[config.mk]
export PLATFORM = sky130hd
export DESIGN_NAME = lcd_raster_timer
export DESIGN_NICKNAME = d
export VERILOG_FILES = /design/src/rtl/lcd_raster_timer.sv
export SDC_FILE = /design/constraint.sdc
export NUM_CORES = 1
export LEC_CHECK = 0
export BUFFER_PORTS_ARGS = -buffer_cell sky130_fd_sc_hd__clkbuf_2
export CAP_MARGIN = 5
export CORE_UTILIZATION = 55
export DETAILED_ROUTE_END_ITERATION = 7
export GPL_ROUTABILITY_DRIVEN = 0
export HOLD_SLACK_MARGIN = 0.08
export MAX_ROUTING_LAYER = met4
export PLACE_DENSITY = 0.79
export SETUP_SLACK_MARGIN = 0.05
export SKIP_CTS_REPAIR_TIMING = 1
export SLEW_MARGIN = 20
export SYNTH_ARGS = -nofsm -noshare
export SYNTH_HDL_FRONTEND = slang
export SYNTH_SLANG_ARGS = --single-unit
[constraint.sdc]
create_clock -name clk -period 5 [get_ports clk]
set_input_delay 0.25 -clock clk [delete_from_list [all_inputs] [get_ports clk]]
set_output_delay 0.25 -clock clk [all_outputs]
set_load 0.01 [all_outputs]
[src/rtl/lcd_raster_timer.sv]
module lcd_raster_timer #(
  parameter int ACT_PIX   = 320,
  parameter int LINE_PIX  = 336,
  parameter int SYNC_PIX  = 2,
  parameter int LEAD_PIX  = 7,
  parameter int ACT_LINES = 240,
  parameter int TOP_BLANK = 2,
  parameter int BOT_BLANK = 2,
  parameter int MAX_K     = 3
) (
  input  logic       clk,
  input  logic       rst_n,
  input  logic       en,
  input  logic [1:0] mode,
  output logic       hsync_n,
  output logic       vsync_n,
  output logic       de,
  output logic [7:0] line,
  output logic [9:0] col
);
  localparam int TOTAL_LINES = TOP_BLANK + ACT_LINES + BOT_BLANK;
  localparam int LAST_LINE   = TOTAL_LINES - 1;
  localparam int FIRST_ACT   = TOP_BLANK;
  localparam int LAST_ACT    = TOP_BLANK + ACT_LINES - 1;
  localparam int CW          = 10;

  logic       run;
  logic [1:0] mode_r;
  logic [CW-1:0] k, corr, h_last, hs_end, act_beg, act_end;

  always_comb begin
    case (mode_r)
      2'd1:    begin k = CW'(2); corr = CW'(3); end
      2'd2:    begin k = CW'(3); corr = CW'(5); end
      default: begin k = CW'(1); corr = CW'(0); end
    endcase
  end

  assign h_last  = CW'(LINE_PIX) * k - CW'(1);
  assign hs_end  = CW'(SYNC_PIX) * k;
  assign act_beg = CW'(LEAD_PIX) * k + corr;
  assign act_end = act_beg + CW'(ACT_PIX) * k;

  wire col_wrap   = (col == h_last);
  wire frame_wrap = col_wrap && (line == 8'(LAST_LINE));

  always_ff @(posedge clk or negedge rst_n) begin
    if (!rst_n) begin
      run    <= 1'b0;
      col    <= '0;
      line   <= '0;
      mode_r <= '0;
    end else if (!en) begin
      run    <= 1'b0;
      col    <= '0;
      line   <= '0;
      mode_r <= mode;
    end else if (!run) begin
      run    <= 1'b1;
      col    <= '0;
      line   <= '0;
      mode_r <= mode;
    end else if (col_wrap) begin
      col <= '0;
      if (frame_wrap) begin
        line   <= '0;
        mode_r <= mode;
      end else begin
        line <= line + 8'd1;
      end
    end else begin
      col <= col + CW'(1);
    end
  end

  wire in_hs = run && (col < hs_end);
  assign hsync_n = ~in_hs;
  assign vsync_n = ~(in_hs && (line == 8'd0));
  assign de = run && (line >= 8'(FIRST_ACT)) && (line <= 8'(LAST_ACT)) &&
              (col >= act_beg) && (col < act_end);


  idle_quiet_chk: assert property (@(posedge clk) disable iff (!rst_n)
    !run |-> (hsync_n && vsync_n && !de && col == '0 && line == '0));


  vs_inside_hs_chk: assert property (@(posedge clk) disable iff (!rst_n)
    !vsync_n |-> !hsync_n);


  de_clear_of_hs_chk: assert property (@(posedge clk) disable iff (!rst_n)
    de |-> hsync_n);


  col_wrap_chk: assert property (@(posedge clk) disable iff (!rst_n)
    (run && en && col_wrap) |=> (col == '0));


  line_step_chk: assert property (@(posedge clk) disable iff (!rst_n)
    (run && en && col_wrap && line != 8'(LAST_LINE)) |=> (line == $past(line) + 8'd1));


  mode_hold_chk: assert property (@(posedge clk) disable iff (!rst_n)
    (run && (col != '0 || line != '0)) |-> $stable(mode_r));

  initial assert (MAX_K * LINE_PIX < (1 << CW)) else $error("column width too small");
endmodule

# After elaboration in Yosys (flattened, before gate mapping)
# Cells that the tools add are included.
# totals
register_bits,21
inputBits,5
out_inout_bits,21
wordCells,48
# classes
addsub,5
multipliers,3
magnitude_cmp,5
n_eq_ne,6
muxes,14
bitwise,2
reduce_logical,9
# ops
operator,count
8-bit 2-to-1 mux,4
10-bit 2-to-1 mux,3
10-bit adder,2
10-bit < comparator,2
10-bit by 1-bit adder with 10-bit output (second input constant),1
10-bit equality test,1
10-bit >= comparator,1
3-bit by 10-bit multiplier with 10-bit output (first input constant),1
3-bit by 10-bit multiplier with 4-bit output (first input constant),1
5-bit by 10-bit multiplier with 6-bit output (first input constant),1
10-bit by 1-bit subtractor with 10-bit output (second input constant),1
8-bit by 1-bit adder with 8-bit output (second input constant),1
8-bit equality test (second input constant),1
8-bit by 2-bit >= comparator with 1-bit output (second input constant),1
8-bit <= comparator (second input constant),1
8-bit logical NOT,1
2-bit 2-to-1 mux,4
1-bit logical AND,7
3-bit by 2-bit inequality test with 1-bit output (second input constant),2
3-bit case mux with 2 select lines,1
2-bit case mux with 2 select lines,1
2-bit by 1-bit equality test with 1-bit output (second input constant),1
2-bit equality test (second input constant),1
1-bit NOT,2
other kinds (2),2

# Longest topological paths before layout
# Gate-level depths: netlist of the first run.
# depth
ltp_word,10
ltp_mapped,8
ltp_nobuf,8

# Least setup slack after synthesis of the first run
# No wires, ideal clock.
# synth_timing
path_type,reg-to-reg
startpoint,register mode_r[0]
endpoint,register line[2]
setup_ns,0.079
arrival_time_ns,2.450
t_required_ns,4.921
setup_slack_ns,2.471
stages_incl_launch_ff,9
path_buffers,1
synth_period_minus_slack_ns,2.529
cell_sequence,dfrtp_1 > inv_1 > ha_1 > ha_1 > nand4_1 > or4_4 > buf_6 > or4_1 > a21oi_1
# synth_between
elab_chain_len,10
elab_cells_between_ends,12
cone_classes,add/sub (1); mul (1); eq/ne (4); mux (5); reduce/logical (1)
# synth_rtl
item,line_no,source
start: declaration,28,logic [1:0] mode_r;
start signal: assignment,57,mode_r <= mode;
start signal: assignment,62,mode_r <= mode;
start signal: assignment,67,mode_r <= mode;
2-bit equality test or 2-bit by 1-bit equality test with 1-bit output (tied branches),32,case (mode_r)
2-bit case mux with 2 select lines (*),32,
5-bit by 10-bit multiplier with 6-bit output (*),39,assign h_last = CW'(LINE_PIX) * k - CW'(1);
10-bit by 1-bit subtractor with 10-bit output (*),39,
10-bit equality test (*),44,wire col_wrap = (col == h_last);
1-bit logical AND,45,wire frame_wrap = col_wrap && (line == 8'(LAST_LINE));
8-bit 2-to-1 mux,65,if (frame_wrap) begin
8-bit 2-to-1 mux,63,end else if (col_wrap) begin
8-bit 2-to-1 mux,58,end else if (!run) begin
8-bit 2-to-1 mux,53,end else if (!en) begin
end signal: assignment,69,line <= line + 8'd1;
end: declaration,18,"output logic [7:0] line,"
# Every way passes the cells marked *; elsewhere a longest branch is shown, timed or not. The select of a mux whose other input is x is not followed.
# A chain may end at the register's enable or synchronous reset.

# Worst setup path after layout of the first run
# layout_timing
startpoint,register mode_r[0]
endpoint,register mode_r[0]
# layout_between
elab_chain_len,8
elab_cells_between_ends,10
cone_classes,add/sub (1); mul (1); eq/ne (5); mux (1); reduce/logical (2)
# layout_rtl
item,line_no
2-bit equality test or 2-bit by 1-bit equality test with 1-bit output (tied branches),32
2-bit case mux with 2 select lines (*),32
5-bit by 10-bit multiplier with 6-bit output (*),39
10-bit by 1-bit subtractor with 10-bit output (*),39
10-bit equality test (*),44
1-bit logical AND,45
3-bit by 2-bit inequality test with 1-bit output (no source line),n/a
2-bit AND reduction (no source line) (*),n/a
# Every way passes the cells marked *; elsewhere a longest branch is shown, timed or not.

==> results of run 1 <==
## placed cells by master (no fill, tap or decap), drive strengths merged, types with 2 or more instances in the layout
master and count:
inv 14, mux2 2, a21o 2, ha 21
o21ai 6, xor2 7, nor2 15, and3 3
or4 3, nor4 3, clkbuf 29, and4 3
a21oi 12, nand2 6, dlygate4sd3 2, nand4 4
nand3 11, nor3 2, nand4b 2, nor2b 2
dfrtp 21, xnor2 3
## layout make-up
cell class / count / area share [%]
repair buffers: 27 / 8.69
clock buffers: 4 / 1.57
flip-flops and latches: 21 / 31.5
multi-input cells: 122 / 52.9
inverters: 14 / 3.15
well taps: 30 / 2.25
## metal layers
layer	GRT usage, %	wire length (um)
met1	36.6	1540
met2	38.7	1490
met3	2.54	166
met4	5.56	29
met5	-	0
## kinds of logic (layout without fill, tap and decap cells)
logic type	after synthesis	after routing	synth area share, %
mux	2	2	1.51
xor+xnor	10	10	5.88
compound gates	29	29	11.9
buf+inv	17	45	5.38
flops	21	21	35.3
simple gates	60	60	22.4
fa+ha+maj	21	21	17.6
## path summary, 6_finish.rpt
| path | startpoint | end | cells past startpoint |
|---|---|---|---|
| min in group asynchronous | rst_n | line[2] | 2 |
| max in group asynchronous | rst_n | col[8] | 2 |
| min reg2reg | col[0] | col[0] | 1 |
| min | mode[1] | mode_r[1] | 2 |
| max reg2reg | mode_r[0] | mode_r[0] | 7 |
| max | mode_r[0] | mode_r[0] | 7 |
## power by group through the flow
stage | Combinational, mW | Clock, mW | Sequential [mW]
floorplan | 0.0279 | 0 | 0.178
global placement | 0.0404 | 0 | 0.178
detailed placement | 0.0424 | 0 | 0.179
CTS | 0.0428 | 0.0833 | 0.175
global route | 0.0507 | 0.0891 | 0.176
finish | 0.0437 | 0.0813 | 0.175
## sequential cells by signal, summed over array words and instances (netlist names)
name / count
col: 10
line: 8
mode_r: 2
run: 1
## per-stage QoR
step                      hold slack [ps]  util (%)
after floorplan                     -45.6         -
final                                 193      66.2
after global routing                  183      66.2
after CTS                           -84.7      65.4
after detailed placement              248      64.4
after global placement                240      64.4
## worst max-delay path, stage by stage (launching register included)
cell     delay, ps
dfrtp_1        390
inv_1           80
ha_1           380
ha_1           340
nand4_1        120
nor4_1         830
a21oi_1        210
mux2_2         320
==> metrics.txt, run 1 <==
Final setup viols 0; crit path DAT 2960 ps; # DRC 0; Setup WS post-layout 2230 ps; cell taking the most area after synthesis dfrtp_1; antenna-violating nets left 0; post-route cell area around 1700 sq um; Crit. End Element flop; relative slew slack 37.3%; min cycle time layout around 2800 ps; largest net degree at the start of global routing 22; f_max 0.361 GHz; Sink Count 21; clock share of power 27.1%; Seq pwr share between 50% and 60%; Fill cells 224; overall routed net length roughly 3.2 mm; effective utilization at floorplan just under 60%; Max clock buf depth 2; DP HPWL between 2 and 2.5 mm; Setup crit start kind flop; Placed Cells approximately 210; drt first pass iters 5; ANT cells 0; clk_skew 3.72 ps; total design power ~0.3 mW; io pins 26; Top FF cell, synth dfrtp_1; Yosys warnings 0; global-route wire length before repair 5.21 mm; Root Driver clkbuf_4; Pint 0.221 mW; Wirelength per Cell 14.8 um; sw frac 26.4%; total number of vias between 1000 and 1500; CTS tree yes; global-route usage over all layers roughly a quarter; Post-synth EDFFs 0; Multi-input gate area about 880 sq um; top post-synthesis cells by count dfrtp_1 (21), ha_1 (21), nor2_1 (15); Comb pwr share 14.5%; Clk Latency, worst-skew pair 300 ps; RSZ-0062 raised after global routing no; Die ar. 2920 sq um; Cells after Synth 160; gr ovfl total 0; number of max-slew violations in the final report 0; Crit Path Class reg -> reg; initial antenna violation count 0; share of cells above drive strength 1 17.6%; Seq cells post-synth 21; CP Max Fanout 7; CTS Buf Count 3; H-tree Lvls 1; DP Area 1620 sq um; Max Cap Viol 0; Psw slightly below 0.08 mW; Buffers on Ports 25; register area share after synthesis between 30% and 40%; Die H about 54 um; vias in the first global route approximately 1200; Fin. Hold Viols 0; Row Count 18; Synth top area share 35.3%; Core ar. approximately 2500 sq um; worst slack at placement roughly 2300 ps; Final Non-Filler Cells ~220; Req. time, crit path just over 5000 ps; Pwr per Cell Area 180 nW/um^2; post-route setup TNS 0 ps; Final #Nets between 200 and 250; worst IR drop on VDD approximately 0.16 mV; area delta synth->final 12.2%; register area ~530 sq um; Pleak slightly above 0.8 nW; Cell variety after synth 38; synth top area cells dfrtp_1 (35%), ha_1 (18%), xor2_1 (4.1%); Avg Synthesized Cell Area around 9.3 sq um; syn_nets ~190; Synth Cell Area around 1500 sq um; ys async rst share 100%; width of the die around 54 um; Final Cycle Share between 50% and 60%; Reg clk slew, reported paths ~110 ps; status complete, no violations; Worst Tran Pin Value around 930 ps; R2R setup slack 2230 ps; drt initial violations 22; drt via density 5.94; Hold Path Class in -> reg
(Power assumes the default switching activity.)
==> run 2: changes to the inputs <==
- clock period: 5 -> 2.61 ns (I/O delays scaled with it)
==> run 2 against run 1 <==
Net effect:
- clock power rose by 98%
- critical path type unchanged
- sequential cell count did not move
- first-iteration DRC count rose to 2.8 times the previous value
- largest power group unchanged
- non-clock buffer count rose by 7
- sequential power rose by 92%
- hold slack got worse by 140 ps
- fmax rose by 12%
- die area did not move
- global-route usage rose by 0.76 points
==> metrics.txt, run 2 (synthesized netlist as in run 1, its figures left out) <==
status complete, no violations; Wirelength per Cell approximately 15 um; clk_skew approximately 12 ps; H-tree Lvls 1; Fill cells 189; Final Non-Filler Cells approximately 230; biggest regs col (10), line (8), mode_r (2); Fin. Hold Viols 0; largest net degree at the start of global routing 22; Placed Cells 217; post-route setup TNS 0 ps; clock share of power 26.6%; antenna-violating nets left 0; Sink Count 21; Util after Layout between 70 and 80%; CP Max Fanout 9; commonest non-fill, non-tap cell in the layout clkbuf_2; Worst Reg-to-Reg Cells 8; worst IR drop on VDD roughly 0.32 mV; Root Driver clkbuf_4; Core ar. between 2000 and 3000 sq um; total design power 0.603 mW; hold path endpoint mode_r[0]; number of max-slew violations in the final report 0; CTS Buf Count 3; global-route wire length before repair ~5.3 mm; Die ar. a little under 3000 sq um; Die H roughly 54 um; hold path cells 2; Clk Latency, worst-skew pair 310 ps; initial antenna violation count 0; Psw about 0.17 mW; RSZ-0062 raised after global routing yes; global-route usage over all layers between 20% and 30%; gr ovfl total 0; Comb pwr share 17.6%; relative slew slack between 60% and 70%; Final Cycle Share 94.6%; overall routed net length between 3 and 4 mm; Req. time, crit path roughly 2900 ps; min cycle time layout approximately 2500 ps; R2R setup slack between 100 and 150 ps; Max clock buf depth 2; Hold Path Class in -> reg; Max Cap Viol 0; crit path DAT roughly 2700 ps; CTS tree yes; most frequent cells in the layout clkbuf_2 (25), dfrtp_1 (21), ha_1 (18); Largest register FFs 10; DP HPWL 2.63 mm; Crit. End Element flop; Final setup viols 0; Worst Tran Pin Value 516 ps; Seq pwr share between 50% and 60%; reg2reg end line[3]; critical-path cell list inv_1 > ha_4 > ha_1 > nand4_1 > or4_4 > buf_4 > or3_1 > a21oi_2; Worst R2R Start mode_r[1]; Pleak 0.855 nW; drt first pass iters 4; Pint 0.436 mW; CP max stage cell or4_4; effective utilization at floorplan between 50% and 60%; width of the die around 54 um; area delta synth->final 19.1%; Buffers on Ports 25; HP Start mode[0]; io pins 26; sw frac approximately 28%; drt initial violations 62; Setup crit start kind flop; CP max stage delay around 560 ps; total number of vias around 1400; Pwr per Cell Area 340 nW/um^2; Final #Nets about 220; Crit Path Class reg -> reg; f_max 0.405 GHz; drt via density between 6 and 7; share of cells above drive strength 1 a little under a quarter; # DRC 0; Row Count 18; vias in the first global route between 1000 and 1500; Largest Register col; Reg clk slew, reported paths about 130 ps; ANT cells 0
run 2: cell count changes in the layout (fill, tap and decap cells not counted), sizes merged:
cell	before	now
dlygate4sd3	2	3
clkbuf	29	28
clkinv	0	1
buf	0	6
run 2: per-stage QoR:
| stage | worst slack, ps | cell area, sq um | hold slack [ps] |
|---|---|---|---|
| final | 140 | 1770 | 57.4 |
| after global placement | 179 | 1660 | 119 |
| after detailed placement | 72.5 | 1660 | 129 |
| after floorplan | 81.2 | 1490 | -165 |
| after global routing | 31.7 | 1770 | 80.6 |
| after CTS | 40.2 | 1690 | -222 |
run 2: cell type report:
class / count / area [sq um] / share of cell area (%)
Clock buffer: 3 / 22.5 / 1.27
Multi-Input combinational cell: 122 / 930 / 52.4
Timing Repair Buffer: 34 / 200 / 11.3
Sequential cell: 21 / 526 / 29.6
Clock inverter: 1 / 5.00 / 0.282
Inverter: 14 / 52.6 / 2.96
Tap cell: 30 / 37.5 / 2.12
run 2: how the worst max path moves through the flow:
stage / start / endpoint / slack [ps] / cells after the start
final: mode_r[1] / line[3] / 140 / 8
after global routing: mode_r[1] / de / 30 / 9
after CTS: mode_r[0] / de / 40 / 10
after detailed placement: mode_r[0] / line[3] / 70 / 8
after global placement: mode_r[0] / line[6] / 180 / 7
after floorplan: mode_r[0] / line[2] / 80 / 8
run 2: worst max-delay path, delay by kind of cell (launching register included):
kind	cells	cell delay, ps
DFF	1	440
AOI/OAI and AO/OA	1	150
adders and majority gates	2	500
and+or+nand+nor	3	1040
buffers and inverters	2	280
run 2: power by group through the flow:
stage,logic (mW),registers (mW),clock network [mW]
2_1_floorplan,0.0535,0.341,0
3_3_place_gp,0.0811,0.342,0
3_5_place_dp,0.0871,0.342,0
4_1_cts,0.0877,0.336,0.165
5_1_grt,0.116,0.337,0.170
6_report,0.106,0.336,0.161
run 2: layer usage:
layer	up-vias	global-route usage [%]	wire length, um
met1	660	36.3	1640
li1	644	-	-
met2	43	40.3	1610
met5	-	-	0
met3	4	2.54	168
met4	0	8.12	34
==> run 3: changes to the inputs <==
- CELL_PAD_IN_SITES_DETAIL_PLACEMENT: default -> 2
- CELL_PAD_IN_SITES_GLOBAL_PLACEMENT: default -> 2
- CORE_UTILIZATION: 55 -> 34
- GPL_TIMING_DRIVEN: default -> 0
- PLACE_DENSITY: 0.79 -> default
- PLACE_DENSITY_LB_ADDON: default -> 0.1
==> run 3 against run 2 <==
Net effect:
- final cell count up 7.1%
- register-to-register slack worse by 98 ps
- sequential power about the same
==> metrics.txt, run 3 (synthesized netlist as in run 1, its figures left out) <==
Req. time, crit path 2760 ps; post-route cell area about 1800 sq um; Multi-input gate area approximately 950 sq um; initial antenna violation count 0; drt initial violations 38; total number of vias about 1300; Clk Latency, worst-skew pair 260 ps; Die H approximately 68 um; Buffers on Ports 25; effective utilization at floorplan 36.2%; DP HPWL between 3 and 4 mm; RSZ-0062 raised after global routing yes; status complete, no violations; f_max ~0.39 GHz; global-route usage over all layers between 20 and 25%; Hold Path Class in -> reg; Top delay family on crit path simple AND/OR/NAND/NOR gates; Crit Path Class reg -> reg; CP Max Fanout 7; Max Cap Viol 0; Sink Count 21; biggest regs col (10), line (8), mode_r (2); Core ar. just over 4000 sq um; most frequent cells in the layout clkbuf_2 (25), dfrtp_1 (20), ha_1 (17); width of the die 68.2 um; Worst Tran Pin Value between 700 and 800 ps; Fill cells roughly 480; Row Count 23; Crit. End Element flop; min cycle time layout 2570 ps; CP max stage cell nor4_2; relative slew slack 49.3%; Largest register FFs 10; commonest non-fill, non-tap cell in the layout clkbuf_2; Wirelength per Cell between 15 and 20 um; worst IR drop on VDD about 0.21 mV; Fin. Hold Viols 0; area delta synth->final 21.8%; register area ~530 sq um; overall routed net length approximately 4.5 mm; gr ovfl total 0; worst path bufs/invs 0; antenna-violating nets left 0; Pleak between 0.8 and 0.9 nW; crit path DAT 2720 ps; # DRC 0; global-route wire length before repair 7.04 mm; io pins 26; Setup crit start kind flop; Largest Register col; drt first pass iters 3; largest net degree at the start of global routing 22; Reg clk slew, reported paths ~80 ps; Final #Nets ~220; CTS tree yes; drt via density 5.59; critical-path cell list ha_4 > ha_1 > nand4_1 > nor4_2 > a21oi_1 > mux2_2; Final setup viols 0; share of cells above drive strength 1 between 20% and 30%; clk_skew 5.77 ps; CTS Buf Count 3; vias in the first global route between 1000 and 1500; DP Area 1680 sq um; number of max-slew violations in the final report 0; H-tree Lvls 1; Max clock buf depth 2; total design power 0.661 mW; ANT cells 0; CP max stage delay 730 ps; Root Driver clkbuf_8; Die ar. ~4600 sq um; Util after Layout 44.1%; Final Cycle Share between 90% and 100%; Pwr per Cell Area about 360 nW/um^2
[run 3: changes by cell type in the layout (fill, tap and decap cells not counted), sizes merged]
cell         before  now
dlygate4sd3       3    2
buf               6    3
clkbuf           28   29
clkinv            1    0
[run 3: per-layer routing]
layer | global-route usage [%] | part of all wire (%) | up-vias
li1 | - | - | 635
met2 | 38.0 | 51 | 16
met4 | 4.69 | 0.49 | 0
met5 | - | 0 | -
met1 | 25.9 | 47 | 694
met3 | 2.17 | 1.6 | 2
[run 3: through the flow]
| step | hold slack (ps) | TNS, ps | cells | setup WS [ps] |
|---|---|---|---|---|
| 2_1_floorplan | -165 | 0 | 160 | 81.2 |
| 3_3_place_gp | 133 | -1180 | 235 | -327 |
| 3_5_place_dp | 147 | -3130 | 235 | -492 |
| 4_1_cts | -147 | -3630 | 239 | -511 |
| 5_1_grt | 110 | -311 | 241 | -97.5 |
| 6_report | 99.3 | 0 | 241 | 42.1 |
[run 3: worst paths after layout]
path	startpoint	end	slack, ps	depth (start not counted)
setup / recovery	mode_r[1]	mode_r[1]	40	6
hold / removal	mode[0]	mode_r[0]	100	2
setup reg to reg	mode_r[1]	mode_r[1]	40	6
hold reg to reg	col[0]	col[0]	550	1
max in group asynchronous	rst_n	mode_r[1]	1830	2
min in group asynchronous	rst_n	line[7]	380	2
[run 3: final cells by class]
type	count	share of cell area, %
Timing Repair Buffer	27	8.00
Inverter	14	2.90
Tap cell	50	3.45
Multi-Input combinational cell	122	52.6
Sequential cell	21	29.0
Buffer	3	1.52
Clock buffer	4	2.48
[run 3: report_power, final]
group / leakage [nW] / internal, mW / switching (mW)
Combinational: 0.534 / 0.0431 / 0.0581
Sequential: 0.284 / 0.330 / 0.00699
Clock: 0.0228 / 0.109 / 0.114
Total: 0.841 / 0.482 / 0.179
